===== src/rtl/syscp_pkg.sv =====
package syscp_pkg;
  localparam int unsigned BYTE_W = 8;
  typedef logic [BYTE_W-1:0] ctl_byte_t;
endpackage


===== src/rtl/syscp_decode.sv =====
module syscp_decode #(
  parameter int unsigned ADDR_W = 16,
  parameter logic [ADDR_W-1:0] PORT_ADDR = 'h92
) (
  input  logic [ADDR_W-1:0] addr,
  input  logic              wr,
  input  logic              rd,
  output logic              wr_hit,
  output logic              rd_hit
);
  logic match;
  always_comb begin
    match  = (addr == PORT_ADDR);
    wr_hit = wr && match;
    rd_hit = rd && match;
  end
endmodule


===== src/rtl/syscp_store.sv =====
module syscp_store
  import syscp_pkg::*;
#(
  parameter int unsigned RST_BIT = 0
) (
  input  logic      clk,
  input  logic      rst_n,
  input  logic      soft_clr,
  input  logic      wr_en,
  input  ctl_byte_t wdata,
  output ctl_byte_t ctl_q
);
  ctl_byte_t ctl_d;

  always_comb begin
    ctl_d = ctl_q;
    if (wr_en) ctl_d = wdata;
    // soft reset wins over a simultaneous write, for the reset bit only
    if (soft_clr) ctl_d[RST_BIT] = 1'b0;
  end

  always_ff @(posedge clk or negedge rst_n) begin
    if (!rst_n) ctl_q <= '0;
    else        ctl_q <= ctl_d;
  end
endmodule


===== src/rtl/syscp_pulse.sv =====
module syscp_pulse
  import syscp_pkg::*;
#(
  parameter int unsigned RST_BIT = 0
) (
  input  logic      clk,
  input  logic      rst_n,
  input  logic      soft_clr,
  input  logic      wr_en,
  input  ctl_byte_t wdata,
  input  ctl_byte_t ctl_q,
  output logic      req_q
);
  logic rise;
  always_comb rise = wr_en && wdata[RST_BIT] && !ctl_q[RST_BIT] && !soft_clr;

  always_ff @(posedge clk or negedge rst_n) begin
    if (!rst_n) req_q <= 1'b0;
    else        req_q <= rise;
  end
endmodule


===== src/rtl/sys_ctl_port.sv =====
module sys_ctl_port
  import syscp_pkg::*;
#(
  parameter int unsigned ADDR_W    = 16,
  parameter logic [ADDR_W-1:0] PORT_ADDR = 'h92,
  parameter int unsigned RST_BIT   = 0,
  parameter int unsigned GATE_BIT  = 1
) (
  input  logic              clk,
  input  logic              rst_n,
  input  logic              soft_rst,
  input  logic [ADDR_W-1:0] bus_addr,
  input  logic              bus_wr,
  input  logic [7:0]        bus_wdata,
  input  logic              bus_rd,
  output logic [7:0]        bus_rdata,
  output logic              a20_gate,
  output logic              cpu_rst_req
);
  localparam ctl_byte_t MISS_VAL = '1;

  logic      wr_hit, rd_hit;
  ctl_byte_t ctl_q;

  syscp_decode #(.ADDR_W(ADDR_W), .PORT_ADDR(PORT_ADDR)) u_dec (
    .addr(bus_addr), .wr(bus_wr), .rd(bus_rd),
    .wr_hit(wr_hit), .rd_hit(rd_hit)
  );

  syscp_store #(.RST_BIT(RST_BIT)) u_store (
    .clk(clk), .rst_n(rst_n), .soft_clr(soft_rst),
    .wr_en(wr_hit), .wdata(bus_wdata), .ctl_q(ctl_q)
  );

  syscp_pulse #(.RST_BIT(RST_BIT)) u_pulse (
    .clk(clk), .rst_n(rst_n), .soft_clr(soft_rst),
    .wr_en(wr_hit), .wdata(bus_wdata), .ctl_q(ctl_q),
    .req_q(cpu_rst_req)
  );

  always_comb begin
    bus_rdata = rd_hit ? ctl_q : MISS_VAL;
    a20_gate  = ctl_q[GATE_BIT];
  end
endmodule


===== config.mk =====
export PLATFORM = sky130hd
export DESIGN_NAME = sys_ctl_port
export DESIGN_NICKNAME = d
export VERILOG_FILES = /design/src/rtl/syscp_pkg.sv /design/src/rtl/syscp_decode.sv /design/src/rtl/syscp_store.sv /design/src/rtl/syscp_pulse.sv /design/src/rtl/sys_ctl_port.sv
export SDC_FILE = /design/constraint.sdc
export NUM_CORES = 1
export LEC_CHECK = 0
export BUFFER_PORTS_ARGS = -buffer_cell sky130_fd_sc_hd__clkbuf_2
export CORE_MARGIN = 3
export CORE_UTILIZATION = 25
export CTS_BUF_LIST = sky130_fd_sc_hd__clkbuf_4
export CTS_CLUSTER_DIAMETER = 200
export CTS_CLUSTER_SIZE = 8
export DETAILED_ROUTE_END_ITERATION = 6
export SLEW_MARGIN = 20
export SYNTH_ARGS = -nofsm -noshare
export SYNTH_HDL_FRONTEND = slang
export SYNTH_HIERARCHICAL = 1
export SYNTH_SLANG_ARGS = --single-unit

===== constraint.sdc =====
create_clock -name clk -period 2.85 [get_ports clk]
set_input_delay 0.4275 -clock clk [delete_from_list [all_inputs] [get_ports clk]]
set_output_delay 0.4275 -clock clk [all_outputs]
set_load 0.005 [all_outputs]

==> metrics, run 1 <==
final setup violating endpoints=0; Ys Warns=6; ratio of cells with drive above 1 in the final layout=69.6%; crit path launch type=input pin; Antenna diodes=0; f_max=485 MHz; Area after DPL=709 sq um; Rel. slew slack=64.1%; core area=1780 sq um; vias in the first global route=445; number of CTS-inserted buffers=3; Critical Path End Type=output pin; static leakage=0.384 nW; Crit Path Category=in2out; routed wire length=1180 microns; die area=2540 sq um; total power=0.259 mW; IO buf count=38; Core Util, Final=41.5%; Crit-path slowest cell=nor2_1; Area Overhead vs Synth=50.4%; Pwr Density=350 nW/um^2; peak supply drop=0.206 mV; post-DP HPWL=969 microns; clk buf depth=2; first-pass GRT wire length=1920 microns; sequential share of the synthesized area=45.8%; CP dominant cell by count=clkbuf_2; CTS tree=yes; CTS clk-pin slew, worst paths=0.06 ns; die span in x=50.4 microns; status=finished clean; worst hold margin=0.00716 ns; post-synth top area share=45.8%; Seq cells post-synth=9; clock sinks=9; max incr delay on CP=0.44 ns; worst path cell trace=clkbuf_2 > nor4b_2 > nand4_1 > nor2_1 > nand2b_1 > clkbuf_2; area leader, netlist=dfrtp_1; Detail Route Antenna Nets=0; GRT overflow=0; Core Rows=15; via count=418; CP Data Required Time=2.42 ns; Fin Setup TNS=0 ns; post-CTS setup repair buffer count=0; CP max FO=8; max cap viols=0; final instance area=739 sq um; Routed WL per cell=11.4 microns; pin count of the biggest net entering global routing=10; dpl cells=100; gpl congestion=0.671; Slew @ Worst Pin=0.536 ns; Non-Filler Instances=104; final slew viol count=0; Final nets=109; # H-tree levels=1; post-CTS sizing=0; vias per cell=4.02; Die Span Y=50.4 microns; worst min path class=in2async; Final Hold Fails=0; Ports=39; Total GRT Usage=10.5%; Syn Nets=66; initial core utilization=27.6%; fin crit share=72.3%; Worst Setup SP=bus_addr[6]; DP Worst Slack=0.751 ns; Final Skew=0.0000157 ns; fin worst setup slack=0.790 ns; initial antenna violation count=0; CP Buf/Inv Count=2; Critical Path AT=1.63 ns; Syn Inst Count=37; Final min period=2.06 ns; CP top delay family=simple AND/OR/NAND/NOR gates; drc violations=0; Synth Cell Area=492 sq um; RSZ-0062 raised after global routing=false; RR Startpoint=u_store/ctl_q[7]$_DFFE_PN0P_; clock root cell=clkbuf_4; Hold Buf Count CTS=0; clock latency on the worst-skew pair=0.25 ns; Netlist cell types=11; drt pass-1 iters=2; Synth area leaders=dfrtp_1 (46%), mux2_4 (21%), nand2b_1 (10%); synthesized area per cell=13.3 sq um; Initial DRC Count=3
## cell usage after synthesis (all sizes together)
| library cell | number |
|---|---|
| dfrtp | 9 |
| nand2b | 8 |
| mux2 | 7 |
| nor2 | 3 |
| and4bb | 2 |
| inv | 2 |
| nor4 | 2 |
| buf | 1 |
| mux2i | 1 |
| nand4 | 1 |
| nor4b | 1 |
## power breakdown
group | leakage (nW) | switching, mW | total, mW | internal, mW
logic | 0.240 | 0.00958 | 0.0256 | 0.0160
registers | 0.126 | 0.0000175 | 0.128 | 0.128
clock network | 0.0184 | 0.0421 | 0.105 | 0.0633
total | 0.384 | 0.0517 | 0.259 | 0.207
## cell usage in the layout (no fill, tap or decap)
master    instances
and4bb_2          2
buf_4             1
clkbuf_2         38
clkbuf_4          4
dfrtp_1           9
inv_1             2
mux2_4            7
mux2i_1           1
nand2b_1          8
nand4_1           1
nor2_1            3
nor4_2            2
nor4b_2           1
## cell type report
type / instances / area [sq um]
clock buffer: 4 / 30.0
timing repair buffer: 39 / 198
multi-input combinational: 25 / 248
fill: 185 / 1040
sequential: 9 / 225
tap: 25 / 31.3
inverter: 2 / 7.51
## final timing paths
path / end / slack (ns) / depth (start not counted)
setup / recovery: bus_rdata[7] / 0.79 / 6
hold / removal: u_store/ctl_q[6]$_DFFE_PN0P_ / 0.007 / 1
setup reg to reg: u_store/ctl_q[7]$_DFFE_PN0P_ / 2.09 / 1
hold reg to reg: u_store/ctl_q[2]$_DFFE_PN0P_ / 0.50 / 1
max in group asynchronous: u_pulse/req_q$_DFF_PN0_ / 2.66 / 1
min in group clk: u_store/ctl_q[0]$_DFFE_PN0P_ / 0.34 / 2
## state kept, by name (all words and copies together) (netlist names)
name / count
u_store/ctl_q: 8
u_pulse/req_q: 1
## kinds of logic after synthesis
group | share of synthesized area, %
buffers and inverters | 3.82
DFF | 45.8
muxes | 23.4
and+or+nand+nor | 27.0
## metal layers
layer  part of all wire, %  up-vias  track usage [%]
met1                    37      195             11.4
met4                     0        0             4.04
met5                     0        -                0
met3                   3.4        0             4.45
met2                    59       10             18.0
li1                      -      213                -
Power figures use the tool's default switching activity.
==> inputs of run 2 (changes only) <==
--- a/config.mk
+++ b/config.mk
@@ -5,6 +5,7 @@
 export SDC_FILE = /design/constraint.sdc
 export NUM_CORES = 1
 export LEC_CHECK = 0
+export ABC_AREA = 1
 export BUFFER_PORTS_ARGS = -buffer_cell sky130_fd_sc_hd__clkbuf_2
 export CORE_MARGIN = 3
 export CORE_UTILIZATION = 25
==> constraint.sdc (replaced) <==
create_clock -name clk -period 2 [get_ports clk]
set_input_delay 0.3 -clock clk [delete_from_list [all_inputs] [get_ports clk]]
set_output_delay 0.3 -clock clk [all_outputs]
set_load 0.005 [all_outputs]
==> metrics, run 2 <==
status=finished clean; most numerous cell in the Yosys netlist=nand2_1; asr flop ratio synth=100%; top flop regs=u_store/ctl_q x8, u_pulse/req_q x1; routed wire length=1270 microns; drt pass-1 iters=3; worst path cell trace=clkbuf_2 > nor2_1 > nand2_1 > nor2_1 > nand2_1 > nor2_1 > nand2_1 > clkbuf_2; sequential share of the synthesized area=43.5%; die area=2650 sq um; most frequent cells in the layout=clkbuf_2 (38), nand2_1 (24), inv_1 (23); Reg2Reg Depth=3; area leader, netlist=dfrtp_1; CP Data Required Time=1.70 ns; Netlist cell types=9; die span in x=51.5 microns; Crit-path slowest cell=nor2_1; fin worst setup slack=0.351 ns; critical path depth in cells=8; final setup violating endpoints=0; Die Span Y=51.5 microns; Crit Path Category=in2out; most common cell after layout, fill and taps aside=clkbuf_2; clock sinks=9; Final Hold Fails=0; Seq cells post-synth=9; Core Rows=15; Sw Pwr=0.0747 mW; max reg flops=8; Initial DRC Count=6; fillers=215; max incr delay on CP=0.39 ns; via count=551; post-CTS setup repair buffer count=0; Antenna diodes=0; # H-tree levels=1; Synth area leaders=dfrtp_1 (43%), nand2_1 (17%), inv_1 (17%); Ys Warns=6; post-synth top area share=43.5%; first-pass GRT wire length=2070 microns; Final nets=152; synthesized area per cell=6.47 sq um; Area Overhead vs Synth=48.8%; clock latency on the worst-skew pair=0.25 ns; initial antenna violation count=0; RSZ-0062 raised after global routing=false; final slew viol count=0; core area=1840 sq um; CTS clk-pin slew, worst paths=0.06 ns; synth cell count leaders=nand2_1 (24), inv_1 (23), nor2_1 (13); GRT overflow=0; crit path launch type=input pin; Flop pwr share=49.1%; Ports=39; combinational share of power=10.8%; Final Skew=0.0000191 ns; static leakage=0.501 nW; clk buf depth=2; Synth Cell Area=518 sq um; P_int=0.296 mW; max cap viols=0; number of synthesized flops with an enable pin=0; post-CTS sizing=0; DP Worst Slack=0.334 ns; peak supply drop=0.141 mV; f_max=606 MHz; Core Util, Final=41.9%; number of CTS-inserted buffers=3; Total GRT Usage=10.4%; gpl congestion=0.696; Pwr Density=482 nW/um^2; clock root cell=clkbuf_4; vias per cell=3.75; Critical Path AT=1.35 ns; Syn Nets=109; worst min path class=in2reg; Net Sw Frac=20.1%; Detail Route Antenna Nets=0; Slew @ Worst Pin=0.495 ns; prevailing post-synth register cell=dfrtp_1; drc violations=0; vias in the first global route=539; Clk pwr share=40.1%; ratio of cells with drive above 1 in the final layout=36.9%; CP top delay family=simple AND/OR/NAND/NOR gates; Top reg by flops=u_store/ctl_q; CP max FO=8; CTS tree=yes; IO buf count=38; CP Buf/Inv Count=2; pin count of the biggest net entering global routing=18; Critical Path End Type=output pin; initial core utilization=28.2%; Final min period=1.65 ns; Rel. slew slack=66.9%; fin crit share=82.4%; Fin Setup TNS=0 ns; Syn Inst Count=80; Routed WL per cell=8.61 microns; depth of the worst hold-timing path=3; post-DP HPWL=1070 microns
## run 2: changes by cell type in the layout (fill, tap and decap cells not counted), moves of 2 or more
cell,change
inv_1,+21
mux2_4,-7
o21ai_0,+7
nand2b_1,-8
nor4_2,-2
and4bb_2,-2
nand2_1,+24
nor2_1,+10
## run 2: per-layer routing
layer  up-vias  GRT usage, %  share of wire (%)
met1       231          10.4                 39
met5         -             0                  0
met2        10          20.3                 57
li1        308             -                  -
met3         2         0.860                2.4
met4         0          6.55                1.3
## run 2: stage by stage
step | std cells | power [mW] | hold WS, ns | area, sq um
2_1_floorplan | 80 | 0.194 | 0.00441 | 518
3_3_place_gp | 142 | 0.224 | 0.166 | 731
3_5_place_dp | 142 | 0.225 | 0.169 | 731
4_1_cts | 147 | 0.380 | 0.248 | 771
5_1_grt | 147 | 0.397 | 0.253 | 771
6_report | 147 | 0.371 | 0.257 | 771
## run 2: path summary, 6_finish.rpt
kind | startpoint | endpoint | slack, ns
min in group asynchronous | rst_n | u_store/ctl_q[4]$_DFFE_PN0P_ | 0.44
max in group asynchronous | rst_n | u_store/ctl_q[1]$_DFFE_PN0P_ | 1.37
min | bus_wdata[1] | u_store/ctl_q[1]$_DFFE_PN0P_ | 0.26
min reg2reg | u_store/ctl_q[0]$_DFFE_PN0P_ | u_store/ctl_q[0]$_DFFE_PN0P_ | 0.52
max | bus_addr[3] | bus_rdata[5] | 0.35
max reg2reg | u_store/ctl_q[0]$_DFFE_PN0P_ | u_pulse/req_q$_DFF_PN0_ | 1.35
## run 2: area by class of cell
class                           instances  area (sq um)  area share, %
Multi-Input combinational cell         46           190           24.7
Sequential cell                         9           225           29.2
Tap cell                               25          31.3           4.06
Inverter                               23          86.3           11.2
Clock buffer                            4          30.0           3.90
Timing Repair Buffer                   40           208           26.9
## run 2: cells by family (layout without fill, tap and decap cells)
group                  count (synthesis)  after routing  synth area share (%)
DFF                                    9              9                  43.5
AOI/OAI and AO/OA                      7              7                  6.76
and+or+nand+nor                       39             39                  30.0
buffers and inverters                 25             67                  19.8
## run 2: tightest hold or removal path, delay by kind of cell
kind	cells	cell delay, ns
AOI/OAI and AO/OA	1	0.06
buffers and inverters	1	0.07
and+or+nand+nor	1	0.04
## run 2: timing repair
| item | CTS | global route |
|---|---|---|
| hold buffers | 1 | 0 |
| hold endpoints to repair | 9 | 0 |
| endpoints found under the setup margin | 0 | 0 |
## run 2: power by group through the flow
| stage | clock (mW) | combinational, mW | sequential [mW] |
|---|---|---|---|
| finish | 0.149 | 0.0403 | 0.182 |
| global placement | 0 | 0.0385 | 0.186 |
| global route | 0.169 | 0.0469 | 0.182 |
| detailed placement | 0 | 0.0393 | 0.186 |
| floorplan | 0 | 0.00841 | 0.186 |
| CTS | 0.157 | 0.0409 | 0.182 |
==> inputs of run 3 (changes only) <==
==> constraint.sdc (replaced) <==
create_clock -name clk -period 1.4 [get_ports clk]
set_input_delay 0.21 -clock clk [delete_from_list [all_inputs] [get_ports clk]]
set_output_delay 0.21 -clock clk [all_outputs]
set_load 0.005 [all_outputs]
==> metrics, run 3 (same netlist as run 2, synthesis figures left out) <==
Final nets=153; max cap viols=0; gpl congestion=0.698; final slew viol count=0; post-CTS sizing=0; via count=552; Antenna diodes=0; max incr delay on CP=0.15 ns; Hold Buf Count CTS=1; static leakage=0.507 nW; clock root cell=clkbuf_4; post-CTS setup repair buffer count=0; vias in the first global route=547; fin crit share=87.4%; worst min path class=in2reg; pin count of the biggest net entering global routing=18; Rel. slew slack=85.1%; # H-tree levels=1; die area=2650 sq um; met2 wire length=672 microns; first-pass GRT wire length=2090 microns; Die Span Y=51.5 microns; Initial DRC Count=5; Crit Path Category=in2out; Top reg by flops=u_store/ctl_q; most frequent cells in the layout=clkbuf_2 (38), nand2_1 (24), inv_1 (23); Final Skew=0.0000369 ns; status=finished clean; IO buf count=38; routed wire length=1200 microns; CTS tree=yes; Total GRT Usage=10.6%; Fin Setup TNS=0 ns; worst path cell trace=clkbuf_2 > nor2_1 > nand2_1 > nor2_1 > nand2_1 > nor2_1 > buf_4 > nand2_1 > clkbuf_2; drc violations=0; top routing layer in use=met4; length of routed met3 wiring=44 microns; clock sinks=9; CTS clk-pin slew, worst paths=0.06 ns; Non-Filler Instances=148; Detail Route Antenna Nets=0; GRT overflow=0; Pwr Density=681 nW/um^2; initial antenna violation count=0; post-DP HPWL=1040 microns; clock latency on the worst-skew pair=0.25 ns; Ports=39; peak supply drop=0.286 mV; most common cell after layout, fill and taps aside=clkbuf_2; final setup violating endpoints=0; f_max=817 MHz; number of CTS-inserted buffers=3; ratio of cells with drive above 1 in the final layout=37.4%; RSZ-0062 raised after global routing=false; clk buf depth=2; Critical Path AT=1.01 ns; Core Rows=15; Final Hold Fails=0; crit path launch type=input pin; die span in x=51.5 microns; WL met1=453 microns; CP max FO=8; max reg flops=8; drt pass-1 iters=3; core area=1840 sq um; Final min period=1.22 ns; CP Data Required Time=1.19 ns; dpl cells=143; Critical Path End Type=output pin; Crit-path slowest cell=buf_4; vias per cell=3.73; Area Overhead vs Synth=50.2%; Routed WL per cell=8.13 microns; initial core utilization=28.2%; top flop regs=u_store/ctl_q x8, u_pulse/req_q x1; Slew @ Worst Pin=0.224 ns
[run 3: cell types whose count changed in the layout (fill, tap and decap cells not counted)]
cell / before / now
buf_4: 1 / 2
[run 3: through the flow]
step                setup WS [ns]  cell area [sq um]  total power [mW]  util, %  hold slack [ns]
finish                      0.176                778             0.530     42.3            0.161
global route               0.0108                778             0.571     42.3            0.154
CTS                         0.154                778             0.545     42.3            0.148
detailed placement          0.154                738             0.321     40.1           0.0781
global placement            0.166                738             0.320     40.1           0.0759
floorplan                   0.251                518             0.277        -          -0.0856
[run 3: worst max-delay path, delay by kind of cell]
kind,cells,cell delay (ns)
buf+inv,3,0.33
simple gates,6,0.46
[run 3: where the power goes]
group          internal, mW  leakage, nW  switching (mW)
registers             0.260       0.0892       0.0000702
logic                0.0346        0.399          0.0228
clock network         0.129       0.0184          0.0837
[run 3: final cells by class]
type	count	area, sq um
multi-input combinational	46	190
clock buffer	4	30.0
fill	222	1060
tap	25	31.3
timing repair buffer	41	215
sequential	9	225
inverter	23	86.3
[run 3: per-layer routing]
metal	global-route usage, %	up-vias
met5	0	-
met4	6.55	0
met3	2.58	4
met2	18.9	12
met1	11.1	228
li1	-	308
[run 3: path summary, 6_finish.rpt]
check | start | slack (ns) | depth (start not counted) | end
worst max-delay path | bus_addr[3] | 0.18 | 9 | bus_rdata[7]
worst min-delay path | bus_wdata[4] | 0.16 | 3 | u_store/ctl_q[4]$_DFFE_PN0P_
worst max register to register | u_store/ctl_q[0]$_DFFE_PN0P_ | 0.77 | 3 | u_pulse/req_q$_DFF_PN0_
worst min register to register | u_store/ctl_q[0]$_DFFE_PN0P_ | 0.51 | 2 | u_store/ctl_q[0]$_DFFE_PN0P_
max in group asynchronous | rst_n | 0.87 | 2 | u_store/ctl_q[7]$_DFFE_PN0P_
min in group asynchronous | rst_n | 0.34 | 2 | u_store/ctl_q[4]$_DFFE_PN0P_
